File: src/rtl/hpt_pkg.sv
package hpt_pkg;
  localparam int WORD_W  = 32;
  localparam int V_BIT   = 31;
  localparam int H_BIT   = 6;
  localparam int REF_BIT = 8;
  localparam int CHG_BIT = 7;

  typedef enum logic [2:0] {
    ST_IDLE,
    ST_RD0,
    ST_CMP,
    ST_RD1,
    ST_WB,
    ST_DONE
  } walk_st_t;
endpackage

File: src/rtl/hpt_hash_gen.sv
module hpt_hash_gen #(
  parameter int VSID_W    = 24,
  parameter int ADDR_W    = 32,
  parameter int PIDX_W    = 16,
  parameter int HASH_W    = 19,
  parameter int API_SHIFT = 10,
  parameter int GRP_SHIFT = 6
) (
  input  logic [VSID_W-1:0] vsid,
  input  logic [PIDX_W-1:0] pgidx,
  input  logic [ADDR_W-1:0] mask,
  output logic [ADDR_W-1:0] tag,
  output logic [ADDR_W-1:0] prim_off,
  output logic [ADDR_W-1:0] sec_off
);
  localparam int API_W = PIDX_W - API_SHIFT;

  logic [ADDR_W-1:0] hash;
  logic [API_W-1:0]  api;

  always_comb begin
    api      = pgidx[PIDX_W-1:API_SHIFT];
    hash     = ADDR_W'(vsid[HASH_W-1:0]) ^ ADDR_W'(pgidx);
    tag      = (ADDR_W'(vsid) << (API_W + 1)) | ADDR_W'(api);
    prim_off = (hash << GRP_SHIFT) & mask;
    sec_off  = ((~hash) << GRP_SHIFT) & mask;
  end
endmodule

File: src/rtl/hpt_entry_cmp.sv
module hpt_entry_cmp
  import hpt_pkg::*;
#(
  parameter int PG_BITS = 12
) (
  input  logic [WORD_W-1:0] word0,
  input  logic [WORD_W-1:0] word1,
  input  logic [WORD_W-1:0] tag,
  input  logic              pass,
  input  logic              is_write,
  input  logic [WORD_W-1:0] eff_addr,
  output logic              match,
  output logic [WORD_W-1:0] new_word1,
  output logic              need_wb,
  output logic              wr_perm,
  output logic [WORD_W-1:0] real_addr
);
  localparam logic [WORD_W-1:0] FLAG_MASK = (WORD_W'(1) << V_BIT) | (WORD_W'(1) << H_BIT);
  localparam logic [WORD_W-1:0] PG_MASK   = (WORD_W'(1) << PG_BITS) - 1;

  logic [WORD_W-1:0] set_bits;

  always_comb begin
    match     = word0[V_BIT] && (word0[H_BIT] == pass) && ((word0 & ~FLAG_MASK) == tag);
    set_bits  = WORD_W'(1) << REF_BIT;
    if (is_write) set_bits = set_bits | (WORD_W'(1) << CHG_BIT);
    new_word1 = word1 | set_bits;
    need_wb   = new_word1 != word1;
    wr_perm   = is_write | word1[CHG_BIT];
    real_addr = (word1 & ~PG_MASK) | (eff_addr & PG_MASK);
  end
endmodule

File: src/rtl/hpt_walk_ctrl.sv
module hpt_walk_ctrl
  import hpt_pkg::*;
#(
  parameter int ADDR_W     = 32,
  parameter int SLOTS      = 8,
  parameter int SLOT_BYTES = 8
) (
  input  logic              clk,
  input  logic              rst_n,
  input  logic              start,
  output logic              accept,
  input  logic [ADDR_W-1:0] base,
  input  logic [ADDR_W-1:0] prim_off,
  input  logic [ADDR_W-1:0] sec_off,
  input  logic              match,
  input  logic              need_wb,
  input  logic [WORD_W-1:0] new_word1,
  input  logic              wr_perm_in,
  input  logic [ADDR_W-1:0] real_in,
  output logic              pass,
  output logic [WORD_W-1:0] word0,
  output logic              mem_req,
  output logic              mem_we,
  output logic [ADDR_W-1:0] mem_addr,
  output logic [WORD_W-1:0] mem_wdata,
  input  logic              mem_ack,
  input  logic [WORD_W-1:0] mem_rdata,
  output logic              done,
  output logic              hit,
  output logic [ADDR_W-1:0] real_addr,
  output logic [ADDR_W-1:0] entry_off,
  output logic              wr_perm
);
  localparam int SLOT_W     = $clog2(SLOTS);
  localparam int SLOT_SHIFT = $clog2(SLOT_BYTES);
  localparam int W1_OFS     = WORD_W / 8;

  walk_st_t          st_q, st_d;
  logic              pass_q, pass_d;
  logic [SLOT_W-1:0] slot_q, slot_d;
  logic [WORD_W-1:0] w0_q, w0_d, w1_q, w1_d;
  logic              hit_q, hit_d, perm_q, perm_d;
  logic [ADDR_W-1:0] real_q, real_d, off_q, off_d;
  logic [ADDR_W-1:0] cur_off, ent_addr;

  always_comb begin
    cur_off  = (pass_q ? sec_off : prim_off) + (ADDR_W'(slot_q) << SLOT_SHIFT);
    ent_addr = base + cur_off;
  end

  always_comb begin
    st_d      = st_q;
    pass_d    = pass_q;
    slot_d    = slot_q;
    w0_d      = w0_q;
    w1_d      = w1_q;
    hit_d     = hit_q;
    perm_d    = perm_q;
    real_d    = real_q;
    off_d     = off_q;
    mem_req   = 1'b0;
    mem_we    = 1'b0;
    mem_addr  = ent_addr;
    mem_wdata = w1_q;
    accept    = 1'b0;
    unique case (st_q)
      ST_IDLE: begin
        if (start) begin
          accept = 1'b1;
          pass_d = 1'b0;
          slot_d = '0;
          hit_d  = 1'b0;
          perm_d = 1'b0;
          st_d   = ST_RD0;
        end
      end
      ST_RD0: begin
        mem_req = 1'b1;
        if (mem_ack) begin
          w0_d = mem_rdata;
          st_d = ST_CMP;
        end
      end
      ST_CMP: begin
        if (match) begin
          st_d = ST_RD1;
        end else if (slot_q == SLOT_W'(SLOTS - 1)) begin
          slot_d = '0;
          if (!pass_q) begin
            pass_d = 1'b1;
            st_d   = ST_RD0;
          end else begin
            st_d = ST_DONE;
          end
        end else begin
          slot_d = slot_q + 1'b1;
          st_d   = ST_RD0;
        end
      end
      ST_RD1: begin
        mem_req  = 1'b1;
        mem_addr = ent_addr + ADDR_W'(W1_OFS);
        if (mem_ack) begin
          hit_d  = 1'b1;
          perm_d = wr_perm_in;
          real_d = real_in;
          off_d  = cur_off;
          w1_d   = new_word1;
          st_d   = need_wb ? ST_WB : ST_DONE;
        end
      end
      ST_WB: begin
        mem_req  = 1'b1;
        mem_we   = 1'b1;
        mem_addr = ent_addr + ADDR_W'(W1_OFS);
        if (mem_ack) st_d = ST_DONE;
      end
      default: st_d = ST_IDLE;
    endcase
  end

  always_ff @(posedge clk or negedge rst_n) begin
    if (!rst_n) begin
      st_q   <= ST_IDLE;
      pass_q <= 1'b0;
      slot_q <= '0;
      w0_q   <= '0;
      w1_q   <= '0;
      hit_q  <= 1'b0;
      perm_q <= 1'b0;
      real_q <= '0;
      off_q  <= '0;
    end else begin
      st_q   <= st_d;
      pass_q <= pass_d;
      slot_q <= slot_d;
      w0_q   <= w0_d;
      w1_q   <= w1_d;
      hit_q  <= hit_d;
      perm_q <= perm_d;
      real_q <= real_d;
      off_q  <= off_d;
    end
  end

  assign pass      = pass_q;
  assign word0     = w0_q;
  assign done      = (st_q == ST_DONE);
  assign hit       = hit_q;
  assign real_addr = real_q;
  assign entry_off = off_q;
  assign wr_perm   = perm_q;


  req_hold_chk: assert property (@(posedge clk) disable iff (!rst_n)
    (mem_req && !mem_ack) |=> (mem_req && $stable(mem_addr) && $stable(mem_we) && $stable(mem_wdata)));


  wb_ref_chk: assert property (@(posedge clk) disable iff (!rst_n)
    (mem_req && mem_we) |-> mem_wdata[REF_BIT]);


  done_pulse_chk: assert property (@(posedge clk) disable iff (!rst_n)
    done |=> !done);
endmodule

File: src/rtl/hpt_searcher.sv
module hpt_searcher
  import hpt_pkg::*;
#(
  parameter int VSID_W     = 24,
  parameter int ADDR_W     = 32,
  parameter int SEG_BITS   = 28,
  parameter int PG_BITS    = 12,
  parameter int HASH_W     = 19,
  parameter int SLOTS      = 8,
  parameter int SLOT_BYTES = 8
) (
  input  logic              clk,
  input  logic              rst_n,
  input  logic              start,
  input  logic [VSID_W-1:0] vsid,
  input  logic [ADDR_W-1:0] eff_addr,
  input  logic              is_write,
  input  logic [ADDR_W-1:0] tbl_base,
  input  logic [ADDR_W-1:0] tbl_mask,
  output logic              mem_req,
  output logic              mem_we,
  output logic [ADDR_W-1:0] mem_addr,
  output logic [ADDR_W-1:0] mem_wdata,
  input  logic              mem_ack,
  input  logic [ADDR_W-1:0] mem_rdata,
  output logic              done,
  output logic              hit,
  output logic [ADDR_W-1:0] real_addr,
  output logic [ADDR_W-1:0] entry_off,
  output logic              wr_perm
);
  localparam int PIDX_W    = SEG_BITS - PG_BITS;
  localparam int GRP_SHIFT = $clog2(SLOTS * SLOT_BYTES);

  logic              accept, pass, match, need_wb, perm_c;
  logic [VSID_W-1:0] vsid_q;
  logic [ADDR_W-1:0] ea_q, base_q, mask_q;
  logic              wr_q;
  logic [ADDR_W-1:0] tag, prim_off, sec_off, word0, new_word1, real_c;

  always_ff @(posedge clk or negedge rst_n) begin
    if (!rst_n) begin
      vsid_q <= '0;
      ea_q   <= '0;
      wr_q   <= 1'b0;
      base_q <= '0;
      mask_q <= '0;
    end else if (accept) begin
      vsid_q <= vsid;
      ea_q   <= eff_addr;
      wr_q   <= is_write;
      base_q <= tbl_base;
      mask_q <= tbl_mask;
    end
  end

  hpt_hash_gen #(
    .VSID_W(VSID_W), .ADDR_W(ADDR_W), .PIDX_W(PIDX_W),
    .HASH_W(HASH_W), .API_SHIFT(10), .GRP_SHIFT(GRP_SHIFT)
  ) u_hash (
    .vsid    (vsid_q),
    .pgidx   (ea_q[SEG_BITS-1:PG_BITS]),
    .mask    (mask_q),
    .tag     (tag),
    .prim_off(prim_off),
    .sec_off (sec_off)
  );

  hpt_entry_cmp #(.PG_BITS(PG_BITS)) u_cmp (
    .word0    (word0),
    .word1    (mem_rdata),
    .tag      (tag),
    .pass     (pass),
    .is_write (wr_q),
    .eff_addr (ea_q),
    .match    (match),
    .new_word1(new_word1),
    .need_wb  (need_wb),
    .wr_perm  (perm_c),
    .real_addr(real_c)
  );

  hpt_walk_ctrl #(.ADDR_W(ADDR_W), .SLOTS(SLOTS), .SLOT_BYTES(SLOT_BYTES)) u_ctrl (
    .clk       (clk),
    .rst_n     (rst_n),
    .start     (start),
    .accept    (accept),
    .base      (base_q),
    .prim_off  (prim_off),
    .sec_off   (sec_off),
    .match     (match),
    .need_wb   (need_wb),
    .new_word1 (new_word1),
    .wr_perm_in(perm_c),
    .real_in   (real_c),
    .pass      (pass),
    .word0     (word0),
    .mem_req   (mem_req),
    .mem_we    (mem_we),
    .mem_addr  (mem_addr),
    .mem_wdata (mem_wdata),
    .mem_ack   (mem_ack),
    .mem_rdata (mem_rdata),
    .done      (done),
    .hit       (hit),
    .real_addr (real_addr),
    .entry_off (entry_off),
    .wr_perm   (wr_perm)
  );


  page_ofs_chk: assert property (@(posedge clk) disable iff (!rst_n)
    (done && hit) |-> (real_addr[PG_BITS-1:0] == ea_q[PG_BITS-1:0]));


  store_perm_chk: assert property (@(posedge clk) disable iff (!rst_n)
    (done && hit && wr_q) |-> wr_perm);


  entry_align_chk: assert property (@(posedge clk) disable iff (!rst_n)
    (done && hit) |-> (entry_off[$clog2(SLOT_BYTES)-1:0] == '0));
endmodule

File: config.mk
export PLATFORM = sky130hd
export DESIGN_NAME = hpt_searcher
export DESIGN_NICKNAME = d
export VERILOG_FILES = /design/src/rtl/hpt_pkg.sv /design/src/rtl/hpt_hash_gen.sv /design/src/rtl/hpt_entry_cmp.sv /design/src/rtl/hpt_walk_ctrl.sv /design/src/rtl/hpt_searcher.sv
export SDC_FILE = /design/constraint.sdc
export NUM_CORES = 1
export LEC_CHECK = 0
export BUFFER_PORTS_ARGS = -buffer_cell sky130_fd_sc_hd__buf_2
export CAP_MARGIN = 15
export CORE_MARGIN = 10
export CORE_UTILIZATION = 40
export CTS_CLUSTER_SIZE = 30
export DETAILED_ROUTE_END_ITERATION = 8
export SYNTH_ARGS = -nofsm -noshare
export SYNTH_HDL_FRONTEND = slang
export SYNTH_SLANG_ARGS = --single-unit
File: constraint.sdc
create_clock -name clk -period 8.6 [get_ports clk]
set_clock_uncertainty 0.1 [all_clocks]
set_input_delay 0.86 -clock clk [delete_from_list [all_inputs] [get_ports clk]]
set_output_delay 0.86 -clock clk [all_outputs]
set_load 0.03 [all_outputs]
# After elaboration in Yosys (flattened, before gate mapping)
# Index checks and enable logic that the tools add are counted.
dict set report totals {
  ff_bits 254
  inputBits 157
  out_inout_bits 133
  word_cells 82
}
dict set report op_classes {
  addsub 4
  eq_ne 15
  muxes 28
  bitwise 8
  reduce_logical 13
}
# operator count
set ops {}
lappend ops {{$and 32x32->32} 2}
lappend ops {{$mux 32} 2}
lappend ops {{$add 32x3->32 const B} 1}
lappend ops {{$add 32x32->32} 1}
lappend ops {{$add 32x6->32} 1}
lappend ops {{$ne 32x32->1} 1}
lappend ops {{$or 32x12->32} 1}
lappend ops {{$or 32x9->32} 1}
lappend ops {{$eq 31x31->1} 1}
lappend ops {{$or 31x6->31} 1}
lappend ops {{$mux 3} 10}
lappend ops {{$not 26->26} 1}
lappend ops {{$xor 19x16->19} 1}
lappend ops {{$pmux 3 s5} 1}
lappend ops {{$mux 1} 10}
lappend ops {{$ne 2x2->1 const B} 5}
lappend ops {{$eq 3x3->1 const B} 3}
lappend ops {{$mux 8} 1}
lappend ops {{$reduce_and 4->1} 2}
lappend ops {{$eq 3x2->1 const B} 2}
lappend ops {{$pmux 1 s2} 3}
lappend ops {{$pmux 3 s2} 1}
lappend ops {{$reduce_and 3->1} 2}
lappend ops {{$reduce_and 2->1} 2}
lappend ops {{other kinds (10)} 12}

# Depth between registers and ports, before layout
# Gate-level depths: netlist of run 1.
dict set report depth {
  word_depth 8
  depth_mapped 15
  mapped_depth_nobuf 13
}

# Hierarchy
# Synthesis of run 1 repeated with hierarchy kept, for this count alone.
dict set report unflattened {
  hier_cells 1358
  hier_area_um2 15165.8
}
# mod instances cells_per_inst area_per_inst_um2 seq_area_each_um2
set modules_own_cells {}
lappend modules_own_cells {hpt_walk_ctrl 1 863 8953.6 3428.3}
lappend modules_own_cells {hpt_searcher 1 255 4514.3 3027.9}
lappend modules_own_cells {hpt_entry_cmp 1 111 860.8 0.0}
lappend modules_own_cells {hpt_hash_gen 1 129 837.1 0.0}

# Worst setup path after synthesis of run 1
# Ideal clock, no wire load.
dict set report synth_path {
  path_kind {flip-flop to output port}
  startpoint {reg u_ctrl.pass_q, in the netlist u_ctrl.pass}
  endpoint {out mem_addr[26]}
  arrival_ps 4182
  required_time_ps 7640
  path_slack_ps 3458
  path_stages_with_launch 16
  path_cell_list {dfrtp_1 > buf_1 > clkbuf_1 > xnor2_1 > and2_1 > ha_1 > buf_2 > a21oi_2 > o21ai_1 > a31oi_1 > nand2_1 > a311oi_1 > and4_4 > nand4_4 > nor4b_4 > xor2_1}
}
dict set report synth_between {
  elab_chain_cells 5
}
# element line_no
set synth_lines {}
lappend synth_lines {{from (decl)} hpt_walk_ctrl.sv:39} ;# logic pass_q, pass_d;
lappend synth_lines {{from (signal assigned)} hpt_walk_ctrl.sv:135} ;# pass_q <= pass_d;
lappend synth_lines {{$mux 32 (*)} hpt_walk_ctrl.sv:47} ;# cur_off = (pass_q ? sec_off : prim_off) + (ADDR_W'(slot_q) << SLOT_SHIFT);
lappend synth_lines {{$add 32x6->32 (*)} hpt_walk_ctrl.sv:47}
lappend synth_lines {{net u_ctrl.cur_off[10]} hpt_walk_ctrl.sv:44} ;# logic [ADDR_W-1:0] cur_off, ent_addr;
lappend synth_lines {{$add 32x32->32 (*)} hpt_walk_ctrl.sv:48} ;# ent_addr = base + cur_off;
lappend synth_lines {{$add 32x3->32} {hpt_walk_ctrl.sv:102, hpt_walk_ctrl.sv:115}}
lappend synth_lines {{$mux 32 (*)} -}
lappend synth_lines {{to (decl)} hpt_searcher.sv:22} ;# output logic [ADDR_W-1:0] mem_addr,
# Mark *: on every way through the listed nets, which the timed path passes. The rest lies on a longest branch.

# Worst setup path after layout of run 1
# Ends and elaborated chain as after synthesis.

==> results of run 1 <==
[synthesized netlist by cell type, types with 2 or more instances]
master,number
nand2_1,378
dfrtp_1,225
mux2_2,104
xnor2_1,90
clkbuf_1,42
and2_1,35
nor2_1,33
ha_1,31
a21oi_1,28
buf_4,25
xor2_1,21
nand4_1,20
inv_1,14
a21o_1,13
o21ai_0,11
a211oi_1,8
buf_2,8
nor3_1,8
o211ai_1,8
o21ai_1,8
and3_1,7
a31oi_1,6
nand2b_1,6
nand3_1,6
nor4_1,5
o21bai_1,5
a21oi_2,4
o21a_1,4
or2_1,4
a21boi_0,3
a221oi_1,3
and3b_1,3
nand4b_1,3
nor3_2,3
or3_1,3
a221o_1,2
and4_1,2
buf_1,2
nor4_2,2
o2111ai_1,2
or4_1,2
[worst max path at each step]
stage	cells after the start	startpoint	endpoint	slack, ns
final	14	u_ctrl.pass$_DFFE_PN0P_	mem_addr[26]	2.57
after global routing	14	u_ctrl.pass$_DFFE_PN0P_	mem_addr[26]	2.28
after CTS	14	u_ctrl.pass$_DFFE_PN0P_	mem_addr[26]	2.59
after detailed placement	14	u_ctrl.pass$_DFFE_PN0P_	mem_addr[26]	3.17
after global placement	14	u_ctrl.pass$_DFFE_PN0P_	mem_addr[25]	3.22
after floorplan	15	u_ctrl.pass$_DFFE_PN0P_	mem_addr[26]	3.46
[cells by family after synthesis]
| family | Yosys count |
|---|---|
| mux | 104 |
| buf+inv | 92 |
| other cells | 1 |
| fa+ha+maj | 32 |
| simple gates | 531 |
| flops | 225 |
| xor+xnor | 112 |
| compound gates | 120 |
[stage by stage]
stage / util / cell area (µm²) / hold slack [ns] / std cells
CTS: 0.490 / 14400 / 0.303 / 1864
global placement: 0.455 / 13400 / 0.345 / 1814
detailed placement: 0.455 / 13400 / 0.352 / 1814
floorplan: - / 11900 / 0.337 / 1219
finish: 0.490 / 14500 / 0.280 / 1869
global route: 0.490 / 14500 / 0.325 / 1867
[registers in the layout, summed over array words and instances (netlist names), 13 cells and up]
name / flops
base_q: 32
ea_q: 28
mask_q: 26
u_ctrl.entry_off: 29
u_ctrl.mem_wdata: 13
u_ctrl.real_addr: 31
u_ctrl.word0: 32
vsid_q: 24
[power by group through the flow]
stage          clock network [mW]  registers [mW]  logic (mW)
2_1_floorplan                   0            2.13        2.77
3_3_place_gp                    0            1.89        4.02
3_5_place_dp                    0            1.91        4.06
4_1_cts                      1.31            1.90        4.07
5_1_grt                      1.36            1.96        4.41
6_report                     1.27            1.89        4.03
[cell type report]
class | count | share of cell area
antenna | 5 | 0.000866
multi-input combinational | 902 | 0.402
tap | 390 | 0.0338
inverter | 14 | 0.00364
timing repair buffer | 283 | 0.0999
sequential | 225 | 0.390
clock inverter | 10 | 0.0129
clock buffer | 40 | 0.0577
[cells in the final DEF (no fill, tap or decap), types with 7 or more instances in the layout]
cell type / synthesis / final
nand2_1: 378 / 377
buf_2: 8 / 275
dfrtp_1: 225 / 225
mux2_2: 104 / 104
xnor2_1: 90 / 90
and2_1: 35 / 34
nor2_1: 33 / 32
ha_1: 31 / 31
a21oi_1: 28 / 28
clkbuf_16: 0 / 27
xor2_1: 21 / 21
nand4_1: 20 / 20
inv_1: 14 / 14
a21o_1: 13 / 13
o21ai_0: 11 / 11
clkbuf_8: 0 / 11
a211oi_1: 8 / 8
o211ai_1: 8 / 8
nor3_1: 8 / 8
o21ai_1: 8 / 8
and3_1: 7 / 7
buf_4: 25 / 7
[per-layer routing]
metal,up-vias,GRT usage,wire length (µm)
li1,4537,-,-
met1,4407,0.232,14700
met2,251,0.282,15600
met3,56,0.0506,2640
met4,12,0.0441,659
met5,-,0,85
[worst reg2reg max path, cell delays in order, from the launching register on]
cell	delay (ns)
dfrtp_1	0.55
buf_4	0.41
xnor2_1	0.17
nand4_1	0.10
nor4_1	0.67
nand3_1	0.20
nand2_1	0.22
mux2_2	0.35
==> results.yml, run 1 <==
outcome:
  status: "completed"
final_layout:
  area_delta_synth_final_pct: 21.8
  final_layout_size_suffix_gt1_frac: 0.312
  regArea_um2: 5630
  fin_nets: 1642
  multi_input_area_um2: 5810
  nFillCells: 2833
setup_path:
  max_stage_delay_ns: 0.61
  critPathMaxFanout: 20
  r2r-start: "u_ctrl.pass$_DFFE_PN0P_"
  crit_family: "compound AO/OA/AOI/OAI gates"
  reg2reg_slack_ns: 5.71
  crit_buf_inv: 2
  startpoint_type: "register"
  reg2reg_depth: 7
  required_ns: 7.64
  path_cells: "buf_4, xnor2_1, and2_1, ha_1, a21oi_2, o21ai_1, a31oi_1, nand2_1, a311oi_1, and4_4, nand4_4, nor4b_4, xor2_1, buf_2"
  cp_slowest_cell: "a311oi_1"
  end_kind: "output port"
  arrival_ns: 5.07
  r2r_end: "u_ctrl.slot_q[0]$_DFFE_PN0P_"
  path_class: "reg -> out"
power:
  p_clk_frac: 0.177
  pwr-share-seq: 0.263
  power_density_nw_per_um2: 497
  p_comb_frac: 0.560
  finalPower_mw: 7.19
  ir_drop_v: 0.000237
  p_switching_mw: 3.37
  p_int_mw: 3.82
  power.leakage_nw: 7.27
  switching_share: 0.468
logic_synthesis:
  synth-compound-area-share: 0.0696
  synth_top_flop_cell: "dfrtp_1"
  yosys.area.top_type_share: 0.474
  async_flop_share: 1.00
  synth.mux.area_fraction: 0.0987
  synth_top_family_by_area: "simple AND/OR/NAND/NOR gates"
  syn_inst: 1217
  synth-simple-area-share: 0.201
  ys_warn_count: 0
  synth-seq-cells: 225
  synth_cell_types: 71
  synth_top_cell_by_area: "dfrtp_1"
  synthAdderAreaFrac: 0.0344
  synth_xor_area_frac: 0.0833
  synth_area_leaders: "dfrtp_1 47%, nand2_1 12%, mux2_2 9.9%"
  synth_edf_count: 0
  syn-cell-area_um2: 11900
  synth_area_per_cell_um2: 9.75
  yosysSeqAreaShare: 0.474
floorplanning:
  die_height_um: 192
  die_w_um: 192
  rows: 63
  start_util: 0.403
  dieArea_um2: 37000
  core-area_um2: 29500
  boundaryPins: 290
timing:
  worst_slack_ns: 2.57
  relSlewSlack: 0.288
  hold_violations: 0
  finalSetupViolCount: 0
  fin_setup_tns_ns: 0
  slew_viol_final: 0
  min_period_ns: 6.03
  rsz0062_at_grt: "false"
  finalCritPeriodShare: 0.701
  worst_pin_slew_ns: 1.07
  fmax_ghz: 0.166
cts:
  clk_pin_slew_ns: 0.06
  clk-insertion-delay-late_ns: 0.53
  htree_levels: 1
  post-cts-setup-buffer-count: 0
  root_buffer: "clkbuf_16"
  post_cts_resized: 0
  holdBufCountCts: 0
  cts_num_sinks: 225
  cts_tree: "done"
  numCtsBuffers: 27
  cts_buffer_depth: 3
route:
  viasPerCell: 4.96
  first_pass_iters: 5
  antenna_left: 0
  dr.first_iter.drc_count: 618
  wl_mm: 33.7
  drc: 0
  wire_per_inst_um: 18.0
  dr_total_vias: 9263
global_routing:
  grt_max_degree: 105
  antenna_found_initial: 12
  grt_pass1_vias: 9445
  grt_overflow: 0
  globalRouteTotalUtil: 0.177
  grt_pass1_wl_mm: 52.2
placed_design:
  port_buffers: 276
  place.detailed.hpwl_mm: 25.2
  gp_congestion: 0.878
  place_worst_setup_slack_ns: 3.17
min_path:
  hp-class: "in -> async"
job:
  maxCapViolCount: 0
No activity file was read; power rests on OpenSTA's default activity.
==> inputs of run 2 (changes only) <==
- PLACE_DENSITY: default -> 0.65
- clock period: 8.6 -> 5.2 ns (I/O delays scaled with it)
==> run 2 against run 1 <==
The flow now finishes with violations (negative hold slack). Die area unchanged. Global-route usage about the same. Setup slack worse by 2.4 ns. Hold slack worse by 0.32 ns. Non-clock buffer count rose by 16. Total power up 67%. Core utilization rose by 0.67 points. Clock power up 37%. Cell count grew 0.64%.
==> results.yml, run 2 (same netlist as run 1, synthesis figures left out) <==
global_routing:
  globalRouteTotalUtil: 0.177
  grt_overflow: 0
  antenna_found_initial: 8
  grt_pass1_wl_mm: 52.5
  grt_pass1_vias: 9728
  grt_max_degree: 121
final_layout:
  utilization: 0.497
  area_delta_synth_final_pct: 23.5
  fin_nets: 1657
  mostFrequentLayoutCells: "376 x nand2_1, 272 x buf_2, 224 x dfrtp_1"
  fin_cells: 1881
  final_layout_size_suffix_gt1_frac: 0.338
  layout.cells.most_common: "nand2_1"
cts:
  clk_pin_slew_ns: 0.06
  root_buffer: "clkbuf_16"
  clk-insertion-delay-late_ns: 0.52
  htree_levels: 1
  numCtsBuffers: 26
  holdBufCountCts: 0
  cts_buffer_depth: 3
  cts_num_sinks: 225
  cts_tree: "done"
setup_path:
  arrival_ns: 4.39
  reg2reg_depth: 5
  r2r-start: "u_ctrl.st_q[1]$_DFFE_PN0P_"
  critPathMaxFanout: 7
  end_kind: "output port"
  cp-startpoint: "u_ctrl.pass$_DFFE_PN0P_"
  startpoint_type: "register"
  reg2reg_slack_ns: 2.42
  required_ns: 4.58
  path_class: "reg -> out"
  r2r_end: "mask_q[18]$_DFFE_PN0P_"
  endpoint: "mem_addr[31]"
route:
  drc: 0
  antenna_left: 0
  wl_mm: 34.0
  wire_per_inst_um: 18.1
  first_pass_iters: 4
  dr.first_iter.drc_count: 405
  viasPerCell: 4.92
  dr_total_vias: 9254
floorplanning:
  core-area_um2: 29500
  die_height_um: 192
  dieArea_um2: 37000
  boundaryPins: 290
  start_util: 0.403
  die_w_um: 192
  rows: 63
power:
  power_density_nw_per_um2: 818
  ir_drop_v: 0.000508
  finalPower_mw: 12.0
  power.leakage_nw: 7.32
placed_design:
  port_buffers: 276
  place_worst_setup_slack_ns: 0.300
  dp_cells: 1817
  gp_congestion: 0.859
  place.detailed.hpwl_mm: 25.5
timing:
  finalSetupViolCount: 0
  holdWs_ns: -0.0374
  finalCritPeriodShare: 0.963
  slew_viol_final: 0
  worst_pin_slew_ns: 1.01
  fin_setup_tns_ns: 0
  worst_slack_ns: 0.191
  fmax_ghz: 0.200
  min_period_ns: 5.01
  hold_violations: 12
  relSlewSlack: 0.327
outcome:
  status: "finished with violations"
  failed_checks: "negative hold slack"
job:
  maxCapViolCount: 0
min_path:
  hp-class: "in -> async"
run 2: how the worst min path moves through the flow:
stage | from | endpoint | cells past startpoint | slack, ns
after floorplan | rst_n | base_q[0]$_DFFE_PN0P_ | 0 | 0.12
after global placement | u_ctrl.mem_wdata[8]$_DFFE_PN0P_ | u_ctrl.mem_wdata[8]$_DFFE_PN0P_ | 1 | 0.35
after detailed placement | u_ctrl.mem_wdata[8]$_DFFE_PN0P_ | u_ctrl.mem_wdata[8]$_DFFE_PN0P_ | 1 | 0.35
after CTS | rst_n | u_ctrl.real_addr[21]$_DFFE_PN0P_ | 1 | 0.02
after global routing | rst_n | u_ctrl.real_addr[21]$_DFFE_PN0P_ | 1 | 0.03
final | rst_n | u_ctrl.real_addr[21]$_DFFE_PN0P_ | 1 | -0.04
run 2: timing repair:
item                                    4_1_cts  5_1_grt
pin swaps                                     0        6
setup buffers                                 5        8
gates resized for setup                       5       43
endpoints found under the setup margin        8        8
run 2: critical path, stage by stage (launching register included):
cell      delay (ns)
dfrtp_2         0.49
clkbuf_4        0.21
xnor2_1         0.19
and2_1          0.22
ha_2            0.34
a21o_1          0.24
a221o_1         0.35
a22oi_2         0.32
a211oi_2        0.15
o21a_1          0.22
nor4_2          0.27
nand4_1         0.18
nor4_2          0.31
xnor2_1         0.15
clkbuf_4        0.21
run 2: metal layers:
metal | vias up | wire length, µm | global-route usage
li1 | 4553 | - | -
met1 | 4436 | 14600 | 0.224
met2 | 217 | 16600 | 0.295
met3 | 42 | 2180 | 0.0454
met4 | 6 | 612 | 0.0456
met5 | - | 32 | 0
run 2: per-stage QoR:
stage          instance area, µm²  hold WS, ns
3_3_place_gp                13500        0.346
3_5_place_dp                13500        0.348
2_1_floorplan               11900        0.124
4_1_cts                     14400       0.0201
5_1_grt                     14600       0.0294
6_report                    14700      -0.0374
run 2: area by class of cell:
cell class                 instances  area [µm²]
fill                            2808       14800
multi-input combinational        902        6040
sequential                       225        5630
timing repair buffer             299        1610
clock buffer                      41         788
tap                              390         488
inverter                          14        52.6
clock inverter                     5        31.3
antenna                            5        12.5
run 2: where the power goes:
part           total [mW]  internal (mW)  switching, mW
combinational        7.10           2.69           4.41
clock                1.74           1.03          0.708
sequential           3.15           2.57          0.582
